--- src/rtl/ubt_pkg.sv ---
// Package: shared sizing for the universal bus transceiver.
// Assumes: halves are all the same width.
package ubt_pkg;
    localparam int UBT_HALF_W = 18;  // bits per independent half
    localparam int UBT_HALVES = 2;   // number of halves
endpackage

--- src/rtl/ubt_keeper.sv ---
// Module: ubt_keeper
// Models a bus-hold keeper on every input bit. A driven bit passes
// straight through; an undriven bit reads the last driven level.
// Assumes: the driven mask is synchronous to clk; reset value is 0.
module ubt_keeper #(
    parameter int W = 36
) (
    input  logic         clk,
    input  logic         rst_n,
    input  logic [W-1:0] pin,
    input  logic [W-1:0] drv,
    output logic [W-1:0] val
);
    logic [W-1:0] held;

    // Resolve each bit: the pad level when driven, else the kept level.
    always_comb begin
        val = (pin & drv) | (held & ~drv);
    end

    // Track the resolved level so it survives the pad being released.
    always_ff @(posedge clk) begin
        if (!rst_n) held <= '0;
        else        held <= val;
    end

    // an undriven bit does not move from one cycle to the next
    p_keep_r8: assert property (@(posedge clk) disable iff (!rst_n)
        $past(rst_n) |-> (((val ^ $past(val)) & ~drv) == '0));
endmodule

--- src/rtl/ubt_store.sv ---
// Module: ubt_store
// One direction's storage element. It is transparent while le is high,
// holds while le is low, and loads on a rising edge of ck (sampled on
// clk) while le is low. The transparent path has no register in it.
// Assumes: ck changes no faster than once per clk cycle.
module ubt_store #(
    parameter int W = 18
) (
    input  logic         clk,
    input  logic         rst_n,
    input  logic         le,
    input  logic         ck,
    input  logic [W-1:0] d,
    output logic [W-1:0] q
);
    logic [W-1:0] mem;
    logic         ck_s;
    logic         ck_rise;

    // Remember the previous ck sample; this runs during reset too.
    always_ff @(posedge clk) begin
        ck_s <= ck;
    end

    // Detect a low-to-high step of the direction clock.
    always_comb begin
        ck_rise = ck & ~ck_s;
    end

    // Load while open, or on a clock edge while closed.
    always_ff @(posedge clk) begin
        if (!rst_n)              mem <= '0;
        else if (le || ck_rise)  mem <= d;
    end

    // Pass the input through while open, else show the stored word.
    always_comb begin
        q = le ? d : mem;
    end

    // closed and no edge keeps the output steady
    p_hold_r2: assert property (@(posedge clk) disable iff (!rst_n)
        (!le && !ck_rise) ##1 !le |-> q == $past(q));
    // an edge while closed shows the sampled input next cycle
    p_capture_r3: assert property (@(posedge clk) disable iff (!rst_n)
        (!le && ck_rise) ##1 !le |-> q == $past(d));
    // closing keeps the input seen in the last open cycle
    p_close_r4: assert property (@(posedge clk) disable iff (!rst_n)
        ($fell(le) && $past(rst_n)) |-> q == $past(d));
endmodule

--- src/rtl/ubt_half.sv ---
// Module: ubt_half
// One independent half: an A-to-B and a B-to-A storage element, each with
// its own controls, plus per-bit drive enables of opposite polarity.
// Assumes: its inputs have already been resolved by the keepers.
module ubt_half #(
    parameter int W = 18
) (
    input  logic         clk,
    input  logic         rst_n,
    input  logic [W-1:0] a_val,
    input  logic [W-1:0] b_val,
    input  logic         ab_le,
    input  logic         ab_ck,
    input  logic         ab_oe,
    input  logic         ba_le,
    input  logic         ba_ck,
    input  logic         ba_oe_n,
    output logic [W-1:0] b_q,
    output logic [W-1:0] b_en,
    output logic [W-1:0] a_q,
    output logic [W-1:0] a_en
);
    ubt_store #(.W(W)) i_ab (
        .clk(clk), .rst_n(rst_n), .le(ab_le), .ck(ab_ck), .d(a_val), .q(b_q)
    );

    ubt_store #(.W(W)) i_ba (
        .clk(clk), .rst_n(rst_n), .le(ba_le), .ck(ba_ck), .d(b_val), .q(a_q)
    );

    // Widen the enables; A-to-B is active high, B-to-A is active low.
    always_comb begin
        b_en = {W{ab_oe}};
        a_en = {W{~ba_oe_n}};
    end
endmodule

--- src/rtl/ubt_xcvr.sv ---
// Module: ubt_xcvr (top)
// Bidirectional universal bus transceiver built from independent halves.
// The pads are split into in / out / enable vectors; a driven mask per
// input bit feeds the bus-hold keepers.
// Assumes: a single fast system clock; a synchronous active-low reset.
module ubt_xcvr
    import ubt_pkg::*;
#(
    parameter int HALF_W = UBT_HALF_W,
    parameter int HALVES = UBT_HALVES,
    localparam int W     = HALF_W * HALVES
) (
    input  logic              clk,
    input  logic              rst_n,
    input  logic [W-1:0]      a_in,
    input  logic [W-1:0]      a_drv,
    input  logic [W-1:0]      b_in,
    input  logic [W-1:0]      b_drv,
    input  logic [HALVES-1:0] ab_le,
    input  logic [HALVES-1:0] ab_ck,
    input  logic [HALVES-1:0] ab_oe,
    input  logic [HALVES-1:0] ba_le,
    input  logic [HALVES-1:0] ba_ck,
    input  logic [HALVES-1:0] ba_oe_n,
    output logic [W-1:0]      b_out,
    output logic [W-1:0]      b_oe,
    output logic [W-1:0]      a_out,
    output logic [W-1:0]      a_oe
);
    logic [W-1:0] a_val;
    logic [W-1:0] b_val;

    ubt_keeper #(.W(W)) i_keep_a (
        .clk(clk), .rst_n(rst_n), .pin(a_in), .drv(a_drv), .val(a_val)
    );

    ubt_keeper #(.W(W)) i_keep_b (
        .clk(clk), .rst_n(rst_n), .pin(b_in), .drv(b_drv), .val(b_val)
    );

    for (genvar h = 0; h < HALVES; h++) begin : g_half
        ubt_half #(.W(HALF_W)) i_half (
            .clk     (clk),
            .rst_n   (rst_n),
            .a_val   (a_val[h*HALF_W +: HALF_W]),
            .b_val   (b_val[h*HALF_W +: HALF_W]),
            .ab_le   (ab_le[h]),
            .ab_ck   (ab_ck[h]),
            .ab_oe   (ab_oe[h]),
            .ba_le   (ba_le[h]),
            .ba_ck   (ba_ck[h]),
            .ba_oe_n (ba_oe_n[h]),
            .b_q     (b_out[h*HALF_W +: HALF_W]),
            .b_en    (b_oe[h*HALF_W +: HALF_W]),
            .a_q     (a_out[h*HALF_W +: HALF_W]),
            .a_en    (a_oe[h*HALF_W +: HALF_W])
        );
    end
endmodule

--- config.mk ---
export PLATFORM = sky130hd
export DESIGN_NAME = ubt_xcvr
export DESIGN_NICKNAME = d
export VERILOG_FILES = /design/src/rtl/ubt_pkg.sv /design/src/rtl/ubt_keeper.sv /design/src/rtl/ubt_store.sv /design/src/rtl/ubt_half.sv /design/src/rtl/ubt_xcvr.sv
export SDC_FILE = /design/constraint.sdc
export NUM_CORES = 1
export LEC_CHECK = 0
export ABC_AREA = 0
export BUFFER_PORTS_ARGS = -buffer_cell sky130_fd_sc_hd__clkbuf_2
export CAP_MARGIN = 20
export CORE_UTILIZATION = 44
export DETAILED_ROUTE_END_ITERATION = 8
export PLACE_DENSITY_LB_ADDON = 0.3
export SYNTH_ARGS = -nofsm -noshare
export SYNTH_HDL_FRONTEND = slang
export SYNTH_HIERARCHICAL = 1
export SYNTH_SLANG_ARGS = --single-unit
--- constraint.sdc ---
create_clock -name clk -period 1.1 [get_ports clk]
set_clock_uncertainty 0.1 [all_clocks]
set_input_delay 0 -clock clk [delete_from_list [all_inputs] [get_ports clk]]
set_output_delay 0 -clock clk [all_outputs]
set_load 0.1 [all_outputs]
==> results of run 1 <==
tightest hold or removal path: cells and delay by family:
family,cells,cell delay [ns]
mux,1,0.14
simple gates,1,0.11
buf+inv,1,0.07
kinds of logic after synthesis:
| family | synth area share |
|---|---|
| buffers and inverters | 0.114 |
| AND/OR/NAND/NOR | 0.136 |
| flip-flops | 0.394 |
| AO/OA/AOI/OAI | 0.00866 |
| multiplexers | 0.348 |
metrics by stage:
step / total power [mW] / hold slack (ns) / setup TNS (ns)
global route: 19.8 / -0.163 / -51.58
floorplan: 10.5 / -0.0723 / 0
global placement: 11.9 / -0.0940 / -0.0230
finish: 19.2 / -0.165 / -44.02
CTS: 19.2 / -0.181 / -45.62
detailed placement: 12.0 / -0.0940 / -0.206
cell usage after synthesis:
library cell,instances,area (µm²)
buf_12,4,80.1
and2_4,12,105
a21oi_4,4,65.1
buf_4,74,556
mux2i_1,72,721
clkbuf_1,4,15.0
mux2_4,72,1080
mux2_2,72,811
inv_1,6,22.5
buf_6,8,90.1
dfxtp_1,148,2960
and2_1,60,375
nand2_1,144,541
buf_2,18,90.1
cell type report:
class / instances / area share
tap: 220 / 0.0226
sequential: 148 / 0.245
inverter: 6 / 0.00246
clock inverter: 11 / 0.0165
multi-input combinational: 436 / 0.331
clock buffer: 20 / 0.0358
timing repair buffer: 376 / 0.347
state kept, by name, indices dropped and copies added (netlist names):
name	count
g_half.i_half/i_ab/mem	36
i_keep_b/held	36
g_half.i_half/i_ab/ck_s	2
g_half.i_half/i_ba/ck_s	2
i_keep_a/held	36
g_half.i_half/i_ba/mem	36
worst min-delay path by stage:
stage	from	endpoint	slack, ns	cells past startpoint
6_report	b_in[9]	i_keep_b/held[9]	-0.17	3
5_1_grt	b_in[1]	i_keep_b/held[1]	-0.16	3
4_1_cts	b_in[9]	i_keep_b/held[9]	-0.18	3
3_5_place_dp	ab_oe[0]	b_oe[6]	-0.09	0
3_3_place_gp	ab_oe[0]	b_oe[6]	-0.09	0
2_1_floorplan	ab_ck[0]	g_half[0].i_half/i_ab/ck_s	-0.07	0
power groups by stage:
stage	clock network [mW]	logic (mW)	registers (mW)
5_1_grt	6.70	7.23	5.88
2_1_floorplan	0	4.60	5.91
4_1_cts	6.44	6.91	5.84
6_report	6.33	6.98	5.85
3_5_place_dp	0	6.05	5.95
3_3_place_gp	0	5.98	5.93
cells in the final DEF (no fill, tap or decap):
master	n
clkbuf_2	154
mux2_4	144
nand2_1	131
dfxtp_1	129
buf_12	122
mux2i_1	70
buf_4	54
and2_1	49
buf_6	34
and2_4	23
clkbuf_16	19
dfxtp_2	19
nand2_2	13
bufinv_16	5
dlygate4sd3_1	5
buf_16	4
inv_2	4
a21oi_4	4
clkbuf_1	3
clkinv_4	3
clkinvlp_4	3
inv_6	2
mux2i_2	2
buf_8	1
routing by layer:
layer | global-route usage | routed length (µm) | vias up
met4 | 0.0900 | 442 | 0
met1 | 0.216 | 7140 | 2574
met5 | 0 | 0 | -
met2 | 0.387 | 9710 | 185
li1 | - | - | 2804
met3 | 0.0705 | 1210 | 32
timing repair:
action                                  CTS  global route
endpoints found under the hold margin   176            87
setup buffers                            35            23
cloned                                    5             1
gates resized for setup                  39            63
pin swaps                                 4             3
endpoints found under the setup margin  104           191
==> results.sh, run 1 <==
export IMPL_status="complete, but fails checks"
export IMPL_hold_class="input pin to flop"
export IMPL_finalSetupViolCount=163
export IMPL_core_region_area_um2=16600
export IMPL_syn_avg_cell_area_um2=10.8
export IMPL_hold_viol_final=94
export IMPL_timing_rr_end="g_half[1].i_half/i_ab/mem[3]"
export IMPL_wl_per_cell_um=15.2
export IMPL_drive_gt1_frac=0.612
export IMPL_fin_cells=1217
export IMPL_relSlewSlack=0.868
export IMPL_post_route_min_period_ns=1.57
export IMPL_antenna_found_initial=0
export IMPL_ios=302
export IMPL_slowest_delay_ns=0.30
export IMPL_clk_latency_ns=0.42
export IMPL_drt_initial_drc_count=172
export IMPL_worstSetupPathDepth=3
export IMPL_yosys_warnings=6
export IMPL_finalNetCount=1143
export IMPL_numPortBuffers=263
export IMPL_ant_nets=0
export IMPL_setup_ws_ns=-0.467
export IMPL_syn_nets=856
export IMPL_critPathCapture="b_out[6]"
export IMPL_cts_tree="done"
export IMPL_pre_cts_slack_ns=-0.0319
export IMPL_area_growth_pct=62.3
export IMPL_hpwl_um=12500
export IMPL_fillerInstances=1045
export IMPL_fp_dieW_um=133
export IMPL_path_max_fanout=2
export IMPL_routed_wl_um=18500
export IMPL_ys_ff_latch=148
export IMPL_drc=0
export IMPL_die_h_um=133
export IMPL_dr_total_vias=5595
export IMPL_cp_cell_sequence="mux2_4 > mux2_4 > buf_12"
export IMPL_p_comb_frac=0.364
export IMPL_p_clk_frac=0.330
export IMPL_fmax_mhz=638
export IMPL_place_congestion=0.774
export IMPL_irDropWorstVdd_mv=1.13
export IMPL_fp_dieArea_um2=17600
export IMPL_crit_top_cell="mux2_4"
export IMPL_timing_max_cap_violations=0
export IMPL_violations="hold timing, setup timing"
export IMPL_cpMaxStageDelayCell="dfxtp_1"
export IMPL_cts_htree_levels=4
export IMPL_cts_root_buf="clkbuf_16"
export IMPL_cts_hold_buf=7
export IMPL_timing_rr_start="i_keep_a/held[21]"
export IMPL_cp_startpoint="i_keep_a/held[6]"
export IMPL_grt_pass1_vias=6059
export IMPL_multi_input_area_um2=4040
export IMPL_synth_area_um2=7510
export IMPL_yosysUniqueCellTypes=14
export IMPL_fin_area_um2=12200
export IMPL_register_area_um2=2990
export IMPL_fin_util=0.733
export IMPL_rsz0062_at_grt="yes"
export IMPL_grt_max_degree=53
export IMPL_path_class="flop to output pin"
export IMPL_grt_ovfl_total=0
export IMPL_cp_required_ns=1.00
export IMPL_critPathArrivalTime_ns=1.47
export IMPL_synth_seq_area_share=0.394
export IMPL_dp_cells=1133
export IMPL_p_per_area_nw_per_um2=1570
export IMPL_n_antenna_cell=0
export IMPL_clk_pin_slew_worst_paths_ns=0.06
export IMPL_syn_inst=698
export IMPL_start_util=0.452
export IMPL_p_sw_frac=0.341
export IMPL_min_period_over_period=1.42
export IMPL_end_kind="output pin"
export IMPL_grt_pass1_wl_um=29200
export IMPL_viasPerCell=4.60
export IMPL_cts_made_buffers=17
export IMPL_cp_top_family="multiplexers"
export IMPL_clock_path_buffers=2
export IMPL_drv_slew=0
export IMPL_drt_pass1_iterations=4
export IMPL_p_leak_nw=5.81
export IMPL_switchingPower_mw=6.54
export IMPL_power_internal_mw=12.6
export IMPL_whs_ns=-0.165
export IMPL_placed_cell_area_um2=10800
export IMPL_r2r_cells=6
export IMPL_cp_num_buf_inv=1
export IMPL_start_kind="flop"
export IMPL_rows=47
export IMPL_rrSetupSlack_ns=-0.16
export IMPL_power_frac_seq=0.305
export IMPL_worst_pin_slew_ns=0.193
export IMPL_numClockSinks=148
export IMPL_grt_usage=0.210
Power figures use the tool's default switching activity.
==> run 2: changes to the inputs <==
==> constraint.sdc (replaced) <==
create_clock -name clk -period 1.1 [get_ports clk]
set_clock_uncertainty 0.1 [all_clocks]
set_input_delay 0.165 -clock clk [delete_from_list [all_inputs] [get_ports clk]]
set_output_delay 0.165 -clock clk [all_outputs]
set_load 0.1 [all_outputs]
==> results.sh, run 2 (synthesis results as in run 1) <==
export IMPL_grt_usage=0.211
export IMPL_grt_pass1_vias=5876
export IMPL_clk_pin_slew_worst_paths_ns=0.06
export IMPL_wl_per_cell_um=15.1
export IMPL_top_layer_used="met4"
export IMPL_n_antenna_cell=0
export IMPL_fp_dieW_um=133
export IMPL_drive_gt1_frac=0.602
export IMPL_relSlewSlack=0.794
export IMPL_cts_root_buf="clkbuf_16"
export IMPL_path_class="flop to output pin"
export IMPL_finalSetupViolCount=107
export IMPL_pre_cts_slack_ns=-0.212
export IMPL_post_route_min_period_ns=1.73
export IMPL_grt_ovfl_total=0
export IMPL_final_cell_mix="clkbuf_2 (154), mux2_4 (144), dfxtp_1 (132)"
export IMPL_die_h_um=133
export IMPL_drv_slew=0
export IMPL_p_leak_nw=5.72
export IMPL_hold_class="input pin to flop"
export IMPL_timing_max_cap_violations=0
export IMPL_core_region_area_um2=16600
export IMPL_finalNetCount=1136
export IMPL_critPathArrivalTime_ns=1.46
export IMPL_cts_made_buffers=17
export IMPL_fmax_mhz=579
export IMPL_drt_initial_drc_count=139
export IMPL_numClockSinks=148
export IMPL_clock_path_buffers=2
export IMPL_violations="setup timing"
export IMPL_area_growth_pct=59.8
export IMPL_rsz0062_at_grt="yes"
export IMPL_fin_cells=1211
export IMPL_numPortBuffers=263
export IMPL_place_congestion=0.752
export IMPL_met1_length_um=6960
export IMPL_mostFrequentLayoutCell="clkbuf_2"
export IMPL_hpwl_um=13200
export IMPL_ant_nets=0
export IMPL_clk_latency_ns=0.41
export IMPL_antenna_found_initial=0
export IMPL_grt_max_degree=53
export IMPL_dp_cells=1140
export IMPL_drt_pass1_iterations=4
export IMPL_grt_pass1_wl_um=29200
export IMPL_fp_dieArea_um2=17600
export IMPL_met2_length_um=9710
export IMPL_start_util=0.452
export IMPL_setup_ws_ns=-0.626
export IMPL_cp_required_ns=0.83
export IMPL_irDropWorstVdd_mv=1.01
export IMPL_viasPerCell=4.65
export IMPL_rows=47
export IMPL_p_per_area_nw_per_um2=1510
export IMPL_cts_tree="done"
export IMPL_fillerInstances=1091
export IMPL_hold_viol_final=0
export IMPL_worst_pin_slew_ns=0.308
export IMPL_path_max_fanout=2
export IMPL_wl_met3_um=1130
export IMPL_routed_wl_um=18300
export IMPL_cts_htree_levels=4
export IMPL_end_kind="output pin"
export IMPL_status="complete, but fails checks"
export IMPL_rrSetupSlack_ns=-0.15
export IMPL_ios=302
export IMPL_drc=0
export IMPL_dr_total_vias=5629
export IMPL_min_period_over_period=1.57
export IMPL_start_kind="flop"
## run 2: cell count changes in the layout (fill, tap and decap cells not counted), sizes merged
cell and delta:
bufinv -3, buf -7, dlygate4sd3 +1, clkinvlp +2, clkbuf +1
## run 2: worst max-delay path, cell delays in order (launching register included)
cell and delay (ns):
dfxtp_2 0.32, mux2_4 0.27, mux2_4 0.28, buf_12 0.17
## run 2: final cells by class
class	count	area, µm²	area share
clock buffer	22	474	0.0395
timing repair buffer	369	4100	0.341
inverter	6	30.0	0.00250
multi-input combinational	436	4030	0.335
tap	220	275	0.0229
clock inverter	10	123	0.0102
sequential	148	2980	0.248
## run 2: final timing paths
check,start,end,cells after the start
setup / recovery,i_keep_b/held[34],a_out[34],3
hold / removal,a_in[29],i_keep_a/held[29],3
setup reg to reg,i_keep_b/held[0],i_keep_b/held[0],5
hold reg to reg,g_half[0].i_half/i_ba/mem[0],g_half[0].i_half/i_ba/mem[0],2
## run 2: timing repair
action,CTS,global route
setup endpoints to repair,106,148
setup buffers,25,22
cloned,3,0
pin swaps,5,2
endpoints found under the hold margin,15,0
hold buffers,6,0
gates resized for setup,24,59
## run 2: stage by stage
step                      area [µm²]  total power, mW  hold WS (ns)  utilization  setup TNS [ns]
after global placement         10900             12.0         0.215        0.655          -14.39
after CTS                      11900             18.1      -0.00894        0.714          -46.57
after detailed placement       10900             12.1         0.221        0.655          -16.42
after global routing           12000             18.7       0.00105        0.722          -49.69
after floorplan                 7810             10.5        0.0927            -          -17.69
final                          12000             18.1        0.0124        0.722          -44.40
## run 2: report_power, final
| part | leakage, nW | total, mW | internal [mW] | switching, mW |
|---|---|---|---|---|
| Combinational | 4.22 | 6.38 | 2.81 | 3.57 |
| Sequential | 1.22 | 5.84 | 5.71 | 0.139 |
| Clock | 0.283 | 5.86 | 3.54 | 2.31 |
| Total | 5.72 | 18.1 | 12.1 | 6.02 |
## run 2: per-layer routing
metal | vias to the layer above | GRT usage
met5 | - | 0
met4 | 0 | 0.0945
met3 | 39 | 0.0590
met1 | 2631 | 0.220
met2 | 169 | 0.393
li1 | 2790 | -
